===== src/rtl/aclink_pkg.sv =====
package aclink_pkg;
  typedef enum logic [1:0] {
    ST_IDLE = 2'd0,
    ST_COLD = 2'd1,
    ST_WARM = 2'd2,
    ST_WAIT = 2'd3
  } seq_state_t;
endpackage


===== src/rtl/aclink_sync_edge.sv =====
module aclink_sync_edge #(
  parameter int STAGES = 2
) (
  input  logic clk,
  input  logic rst_n,
  input  logic din,
  output logic lvl,
  output logic any_edge,
  output logic rise
);
  logic [STAGES:0] sh;

  always_ff @(posedge clk or negedge rst_n) begin
    if (!rst_n) sh <= '0;
    else        sh <= {sh[STAGES-1:0], din};
  end

  assign lvl      = sh[STAGES-1];
  assign any_edge = sh[STAGES] ^ sh[STAGES-1];
  assign rise     = sh[STAGES-1] & ~sh[STAGES];
endmodule


===== src/rtl/aclink_activity.sv =====
module aclink_activity #(
  parameter int IDLE_CYC = 16
) (
  input  logic clk,
  input  logic rst_n,
  input  logic edge_i,
  output logic running
);
  localparam int W = $clog2(IDLE_CYC + 1);
  localparam logic [W-1:0] SAT = W'(IDLE_CYC);

  logic [W-1:0] quiet;

  always_ff @(posedge clk or negedge rst_n) begin
    if (!rst_n)            quiet <= SAT;
    else if (edge_i)       quiet <= '0;
    else if (quiet != SAT) quiet <= quiet + 1'b1;
  end

  assign running = (quiet != SAT);

  // an observed edge marks the clock as running on the next cycle
  assert_edge_running_R5: assert property (@(posedge clk) disable iff (!rst_n)
    edge_i |=> running);
endmodule


===== src/rtl/aclink_timer.sv =====
module aclink_timer #(
  parameter int MAXV = 64
) (
  input  logic                       clk,
  input  logic                       rst_n,
  input  logic                       restart,
  input  logic [$clog2(MAXV+1)-1:0]  limit,
  output logic                       hit
);
  localparam int W = $clog2(MAXV + 1);

  logic [W-1:0] cnt;

  always_ff @(posedge clk or negedge rst_n) begin
    if (!rst_n)       cnt <= '0;
    else if (restart) cnt <= '0;
    else if (!hit)    cnt <= cnt + 1'b1;
  end

  assign hit = (cnt == limit);
endmodule


===== src/rtl/aclink_rst_seq.sv =====
module aclink_rst_seq
  import aclink_pkg::*;
#(
  parameter int CYC_PER_US  = 125,
  parameter int PULSE_US    = 1,
  parameter int TIMEOUT_CYC = 256,
  parameter int IDLE_CYC    = 16,
  parameter int SYNC_STAGES = 2
) (
  input  logic clk,
  input  logic rst_n,
  input  logic cold_req,
  input  logic warm_req,
  input  logic wake_ie,
  input  logic sts_clr,
  input  logic bit_clk,
  input  logic sdin,
  output logic link_rst_n,
  output logic sync,
  output logic busy,
  output logic done,
  output logic timeout_err,
  output logic warm_ignored,
  output logic wake_sts,
  output logic irq
);
  localparam int PULSE_CYC = CYC_PER_US * PULSE_US;
  localparam int TMAX      = (PULSE_CYC > TIMEOUT_CYC) ? PULSE_CYC : TIMEOUT_CYC;
  localparam int TW        = $clog2(TMAX + 1);
  localparam logic [TW-1:0] PULSE_LIM = TW'(PULSE_CYC - 1);
  localparam logic [TW-1:0] TMO_LIM   = TW'(TIMEOUT_CYC - 1);

  seq_state_t state, nxt;
  logic bclk_lvl, bclk_edge, bclk_rise;
  logic sd_lvl, sd_edge, sd_rise;
  logic clk_running, tmr_hit, tmr_restart;
  logic [TW-1:0] tmr_limit;

  aclink_sync_edge #(.STAGES(SYNC_STAGES)) u_bclk_sync (
    .clk(clk), .rst_n(rst_n), .din(bit_clk),
    .lvl(bclk_lvl), .any_edge(bclk_edge), .rise(bclk_rise));

  aclink_sync_edge #(.STAGES(SYNC_STAGES)) u_sdin_sync (
    .clk(clk), .rst_n(rst_n), .din(sdin),
    .lvl(sd_lvl), .any_edge(sd_edge), .rise(sd_rise));

  aclink_activity #(.IDLE_CYC(IDLE_CYC)) u_act (
    .clk(clk), .rst_n(rst_n), .edge_i(bclk_edge), .running(clk_running));

  aclink_timer #(.MAXV(TMAX)) u_tmr (
    .clk(clk), .rst_n(rst_n), .restart(tmr_restart),
    .limit(tmr_limit), .hit(tmr_hit));

  always_comb begin
    nxt = state;
    unique case (state)
      ST_IDLE: begin
        if (cold_req)                     nxt = ST_COLD;
        else if (warm_req && !clk_running) nxt = ST_WARM;
      end
      ST_COLD, ST_WARM: if (tmr_hit) nxt = ST_WAIT;
      ST_WAIT: if (bclk_edge || tmr_hit) nxt = ST_IDLE;
      default: nxt = ST_IDLE;
    endcase
  end

  assign tmr_restart = (nxt != state);
  assign tmr_limit   = (state == ST_WAIT) ? TMO_LIM : PULSE_LIM;

  always_ff @(posedge clk or negedge rst_n) begin
    if (!rst_n) begin
      state        <= ST_IDLE;
      done         <= 1'b0;
      timeout_err  <= 1'b0;
      warm_ignored <= 1'b0;
      wake_sts     <= 1'b0;
    end else begin
      state <= nxt;
      done  <= (state == ST_WAIT) && bclk_edge;
      if (sts_clr) begin
        timeout_err  <= 1'b0;
        warm_ignored <= 1'b0;
        wake_sts     <= 1'b0;
      end else begin
        if (state == ST_WAIT && !bclk_edge && tmr_hit)
          timeout_err <= 1'b1;
        if (state == ST_IDLE && !cold_req && warm_req && clk_running)
          warm_ignored <= 1'b1;
        if (state == ST_IDLE && !clk_running && sd_rise)
          wake_sts <= 1'b1;
      end
    end
  end

  assign link_rst_n = (state != ST_COLD);
  assign sync       = (state == ST_WARM);
  assign busy       = (state != ST_IDLE);
  assign irq        = wake_sts & wake_ie;

  // warm pulse only while the bit clock is quiet
  assert_sync_clk_quiet_R2: assert property (@(posedge clk) disable iff (!rst_n)
    sync |-> !clk_running);

  // a pulse begins only from the idle sequencer
  assert_start_from_idle_R7: assert property (@(posedge clk) disable iff (!rst_n)
    ($rose(sync) || $fell(link_rst_n)) |-> !$past(busy));

  // done follows a sequence with both outputs released
  assert_done_released_R3: assert property (@(posedge clk) disable iff (!rst_n)
    done |-> ($past(busy) && link_rst_n && !sync));

  // timeout flag rises only as the sequence ends
  assert_tmo_ends_R4: assert property (@(posedge clk) disable iff (!rst_n)
    ($rose(timeout_err) && !$past(sts_clr)) |-> (!busy && !done));

  // interrupt masked by enable
  assert_irq_masked_R8: assert property (@(posedge clk) disable iff (!rst_n)
    !wake_ie |-> !irq);

  // clear wins over status
  assert_clear_R9: assert property (@(posedge clk) disable iff (!rst_n)
    sts_clr |=> (!timeout_err && !warm_ignored && !wake_sts));
endmodule


===== config.mk =====
export PLATFORM = sky130hd
export DESIGN_NAME = aclink_rst_seq
export DESIGN_NICKNAME = d
export VERILOG_FILES = /design/src/rtl/aclink_pkg.sv /design/src/rtl/aclink_sync_edge.sv /design/src/rtl/aclink_activity.sv /design/src/rtl/aclink_timer.sv /design/src/rtl/aclink_rst_seq.sv
export SDC_FILE = /design/constraint.sdc
export NUM_CORES = 1
export LEC_CHECK = 0
export BUFFER_PORTS_ARGS = -buffer_cell sky130_fd_sc_hd__buf_2
export CAP_MARGIN = 40
export CORE_ASPECT_RATIO = 0.5
export CORE_MARGIN = 4
export CORE_UTILIZATION = 43
export CTS_CLUSTER_DIAMETER = 120
export DETAILED_ROUTE_END_ITERATION = 8
export PLACE_DENSITY = 0.59
export SKIP_CTS_REPAIR_TIMING = 1
export SLEW_MARGIN = 20
export SYNTH_ARGS = -nofsm -noshare
export SYNTH_HDL_FRONTEND = slang
export SYNTH_SLANG_ARGS = --single-unit
export TNS_END_PERCENT = 1

===== constraint.sdc =====
create_clock -name clk -period 5.2 [get_ports clk]
set_input_delay 0.52 -clock clk [delete_from_list [all_inputs] [get_ports clk]]
set_output_delay 0.52 -clock clk [all_outputs]
set_load 0.01 [all_outputs]

# Yosys cells after proc, flatten, opt, wreduce, memory -nomap -nowiden
# Cells that the tools add are included.
[totals]
output_inout_bits = 8
regBits = 26
word_cells = 59
[op_classes]
n_addsub = 2
reduce_logical = 20
muxes = 16
n_eq_ne = 8
bitwise_logic = 4
[op_table]
columns = ["cell", "count"]
rows = [
  ["9-bit two-way mux", 2],
  ["5-bit two-way mux", 2],
  ["2-bit nonzero test", 5],
  ["9-bit by 1-bit adder with 9-bit output (second input constant)", 1],
  ["9-bit by 8-bit == test with 1-bit output", 1],
  ["1-bit logical AND", 9],
  ["2-bit two-way mux", 4],
  ["8-bit two-way mux", 1],
  ["1-bit two-way mux", 6],
  ["2-bit case mux with 3 select lines", 1],
  ["5-bit by 1-bit adder with 5-bit output (second input constant)", 1],
  ["5-bit != test (second input constant)", 1],
  ["2-bit == test (second input constant)", 2],
  ["2-bit by 1-bit != test with 1-bit output (second input constant)", 2],
  ["1-bit logical NOT", 3],
  ["1-bit bitwise AND", 2],
  ["2-bit by 1-bit == test with 1-bit output (second input constant)", 1],
  ["2-bit logical NOT", 1],
  ["2-bit != test", 1],
  ["2-bit OR reduction", 1],
  ["1-bit logical OR", 1],
  ["1-bit NOT", 1],
  ["1-bit bitwise XOR", 1],
]

# Logic depth before layout (Yosys ltp)
[depth]
ltp_word = 8
depth_mapped = 8

# Modules after synthesis
# From an unflattened synthesis, not the netlist that was laid out.
[unflattened]
cells_unflattened = 175
area_unflattened_um2 = 1676.6
[modules_own_cells]
columns = ["module", "area_per_inst_um2", "seq_area_each_um2", "instances", "cells_each"]
rows = [
  ["aclink_timer", 808.3, 225.2, 1, 92],
  ["aclink_rst_seq", 385.4, 150.1, 1, 44],
  ["aclink_activity", 292.8, 126.4, 1, 27],
  ["aclink_sync_edge", 95.1, 75.1, 2, 6],
]

# Worst setup path after synthesis
# No wires, ideal clock.
[synth_timing]
kind = "reg-to-reg"
start = "reg state[0]"
end = "reg u_tmr.cnt[2]"
path_slack_ps = 2764
synth_period_minus_slack_ps = 2436
n_path_buf = 0
t_required_ps = 5068
setup_time_ps = 132
path_stages_with_launch = 7
t_arrival_ps = 2304
path_cell_list = "dfrtp_1 ha_1 or4_4 a2111oi_4 o21bai_2 o211ai_4 nor3_1"
[synth_between]
elab_chain_len = 8
word_cells_on_any_way = 16
cone_classes = "6 x eq/ne; 7 x mux; 3 x reduce/logical"
[synth_lines]
columns = ["element", "line", "source"]
rows = [
  ["start, declared", "aclink_rst_seq.sv:33", "seq_state_t state, nxt;"],
  ["start signal, assigned", "aclink_rst_seq.sv:78", "state <= nxt;"],
  ["2-bit == test", "aclink_rst_seq.sv:56, aclink_rst_seq.sv:68", ""],
  ["8-bit two-way mux", "aclink_rst_seq.sv:68", "assign tmr_limit = (state == ST_WAIT) ? TMO_LIM : PULSE_LIM;"],
  ["9-bit by 8-bit == test with 1-bit output", "aclink_timer.sv:20", "assign hit = (cnt == limit);"],
  ["1-bit logical OR", "aclink_rst_seq.sv:62", "ST_WAIT: if (bclk_edge || tmr_hit) nxt = ST_IDLE;"],
  ["2-bit two-way mux", "aclink_rst_seq.sv:62", ""],
  ["2-bit case mux with 3 select lines", "aclink_rst_seq.sv:56", "unique case (state)"],
  ["2-bit != test", "aclink_rst_seq.sv:67", "assign tmr_restart = (nxt != state);"],
  ["2-bit by 1-bit != test with 1-bit output (no line) or 9-bit two-way mux (tied branches)", "n/a", ""],
  ["end signal, assigned", "aclink_timer.sv:17", "else if (!hit) cnt <= cnt + 1'b1;"],
  ["end, declared", "aclink_timer.sv:12", "logic [W-1:0] cnt;"],
]
# Parallel ways exist; a longest one is shown, timed or not.
# A chain may end at the register's enable or synchronous reset.

# Worst setup path after layout
[layout_timing]
start = "reg state[1]"
end = "reg u_tmr.cnt[6]"
# The elaborated chain is that of the path after synthesis.

==> metrics <==
critical path's top delay family compound AO/OA/AOI/OAI gates; unrepaired setup endpoints after global routing false; GR Util met2 0.2190; remaining number of nets flagged by the antenna check after routing 0; met3 Use GR 0.04203; antenna violations before repair 0; Final Max Tran Viols 0; number of distinct standard cells referenced by the synthesized netlist 28; clock tree from TritonCTS built; GRT Max-Usage Layer met2; Achievable Freq 363.9 MHz; post-layout minimum cycle time 2.748 ns; number of standard-cell rows in the floorplan 13; critical path buffer and inverter count 0; total leakage power 0.6606 nW; starting density of the core 0.4756; maximum number of pins on one net before global-route repair 27; maximum capacitance violations 0; nets in the synthesized netlist 144; final sum of negative setup slack 0 ns; Fin Clk Skew 0.002983 ns; critical path capture point type flop; post-route fraction of the period consumed by the critical path 0.5285; synthesis-to-layout area growth 13.01%; Root Buffer Master clkbuf_8; routed wire length per instance 13.14 um; total of flip-flops plus latches after synthesis 26; post-synthesis instance area 1308 sq um; worst hold slack across all endpoints 0.2349 ns; final net count 164; total wire length after detailed routing 2.418 mm; Setup crit start state[1]; iteration count of the initial detailed-routing pass 4; I/O pin count 16; fraction of layout instances using a drive strength above 1 0.1701; area leader, netlist dfrtp_1; number of hold violations in the final report 0; maximum buffer depth of the clock tree 2; crit path max-delay cell type a2111oi_4; area share of the leading cell type in the synthesized netlist 0.4785; final RePlAce weighted congestion 0.7472; final setup vio count 0; Num Clock Sinks 26; met1 routing resource usage after global routing 0.1789; vias after detailed routing 917; total core area 2749 sq um; sequential area share after synthesis 0.4986; Congestion Overflow GR 0; H-Tree Depth 1; wire length of the first global-routing pass 4.064 mm; Hold WC Path Type primary input to asynchronous set/reset pin; critical path type flop to flop; syn avg cell area 10.21 sq um; vias per std cell 4.984; worst-path fanout max 10; clock slew seen by the registers of the worst setup and hold paths 0.09 ns; reg-to-reg critical path startpoint state[1]; Antenna diodes 0; kind of start point of the critical path flop; violation count after the first detailed-route iteration 13; number of global-route vias before repair 876; Inserted Clock Buffers 3; floorplan die area 4040 sq um; worst-path cell chain ha_1 > or4_4 > a2111oi_4 > o21bai_2 > o211ai_4 > nor3_1; maximum single-stage delay on the critical path 0.71 ns; count of warnings emitted by yosys 0; Chip Width 85.99 um; slew at the pin closest to its max-slew limit 0.6859 ns; maximum ir drop on the vdd rail 129.2 uV; vertical die dimension 46.99 um; final HPWL from detailed placement 1.825 mm; ratio of total power to cell area 237.0 nW/um^2; post-synthesis cell count 128; arrival time of the worst setup path 2.89 ns; leading post-synthesis cells by cell area dfrtp_1 (48%), ha_1 (7.7%), nor2_1 (6.6%); Slew headroom 0.5428; result of the run finished clean; total global-route track usage 0.1338; remaining routing DRC violations 0; later-pin clock latency in the skew report 0.27 ns; port bufs 15; Data required, critical path 5.35 ns
==> logic make-up after synthesis <==
kind of cell | Yosys count | share of synthesized area
and+or+nand+nor | 56 | 0.2057
DFF | 26 | 0.4986
AOI/OAI and AO/OA | 16 | 0.1043
xor gates and xnor gates | 11 | 0.07368
buffers and inverters | 9 | 0.02584
adders and majority gates | 8 | 0.07656
muxes | 2 | 0.01531
==> Yosys cell counts <==
| library cell | count |
|---|---|
| nand4_1 | 3 |
| mux2i_1 | 2 |
| ha_1 | 8 |
| xor2_1 | 4 |
| dfstp_2 | 1 |
| nand2_1 | 9 |
| xnor2_1 | 7 |
| a311o_1 | 1 |
| nor2_1 | 23 |
| a2bb2oi_1 | 1 |
| dfrtp_1 | 25 |
| nor3b_1 | 2 |
| or4_4 | 1 |
| or2_2 | 1 |
| nand3b_1 | 1 |
| and2_1 | 2 |
| a2111oi_4 | 1 |
| nand3_1 | 5 |
| nand2b_1 | 1 |
| nor4_1 | 1 |
| nor3_1 | 6 |
| inv_1 | 8 |
| o21bai_2 | 1 |
| a31oi_1 | 2 |
| clkbuf_1 | 1 |
| nor4bb_1 | 1 |
| o211ai_4 | 1 |
| a21oi_1 | 9 |
==> power breakdown <==
part / leakage, nW / total [mW] / internal, mW / switching, mW
sequential: 0.323 / 0.214 / 0.208 / 0.00542
clock: 0.0228 / 0.116 / 0.0548 / 0.0610
combinational: 0.314 / 0.0209 / 0.00889 / 0.0121
total: 0.661 / 0.350 / 0.272 / 0.0785
==> placed cells by master, fill, tap and decap left out, drive strengths merged, types with 5 or more instances in the layout <==
cell,instances
a21oi,9
buf,16
dfrtp,25
ha,8
inv,8
nand2,9
nand3,5
nor2,23
nor3,6
xnor2,7
==> state kept, by name, indices dropped and copies added, names as in the netlist, 2 cells and up <==
name	cells
u_tmr.cnt	9
state	2
u_act.quiet	5
u_bclk_sync.sh	3
u_sdin_sync.sh	3
==> worst reg2reg max path, cell delays in order, from the launching register on <==
cell       delay [ns]
dfrtp_1          0.46
ha_1             0.28
or4_4            0.56
a2111oi_4        0.71
o21bai_2         0.17
o211ai_4         0.34
nor3_1           0.11
==> per-stage QoR <==
step	setup WS [ns]	util	total power, mW	area [sq um]	std cells
6_report	2.452	0.5376	0.3503	1478	184
5_1_grt	2.301	0.5376	0.3672	1478	184
4_1_cts	2.431	0.5376	0.3560	1478	184
3_5_place_dp	2.463	0.5212	0.2388	1433	180
3_3_place_gp	2.571	0.5212	0.2387	1433	180
2_1_floorplan	2.764	-	0.2280	1308	128
==> worst paths after layout <==
path | end | slack [ns] | depth (start not counted)
max reg2reg | u_tmr.cnt[6] | 2.45 | 6
max in group asynchronous | u_act.quiet[4] | 4.58 | 1
min in group clk | u_bclk_sync.sh[0] | 0.35 | 1
min | u_bclk_sync.sh[0] | 0.23 | 1
max | u_tmr.cnt[6] | 2.45 | 6
min reg2reg | u_bclk_sync.sh[1] | 0.36 | 0
==> per-layer routing <==
layer	vias to the layer above	share of wire
met5	-	0
met1	432	0.51
met4	0	0.0033
met2	15	0.44
met3	2	0.046
li1	468	-
==> final cells by class <==
cell class | instances | area, sq um
Fill cell | 267 | 1271
Inverter | 8 | 30.03
Tap cell | 37 | 46.29
Sequential cell | 26 | 651.9
Clock buffer | 4 | 45.04
Multi-Input combinational cell | 93 | 621.8
Timing Repair Buffer | 16 | 82.58
No activity file was read; power rests on OpenSTA's default activity.
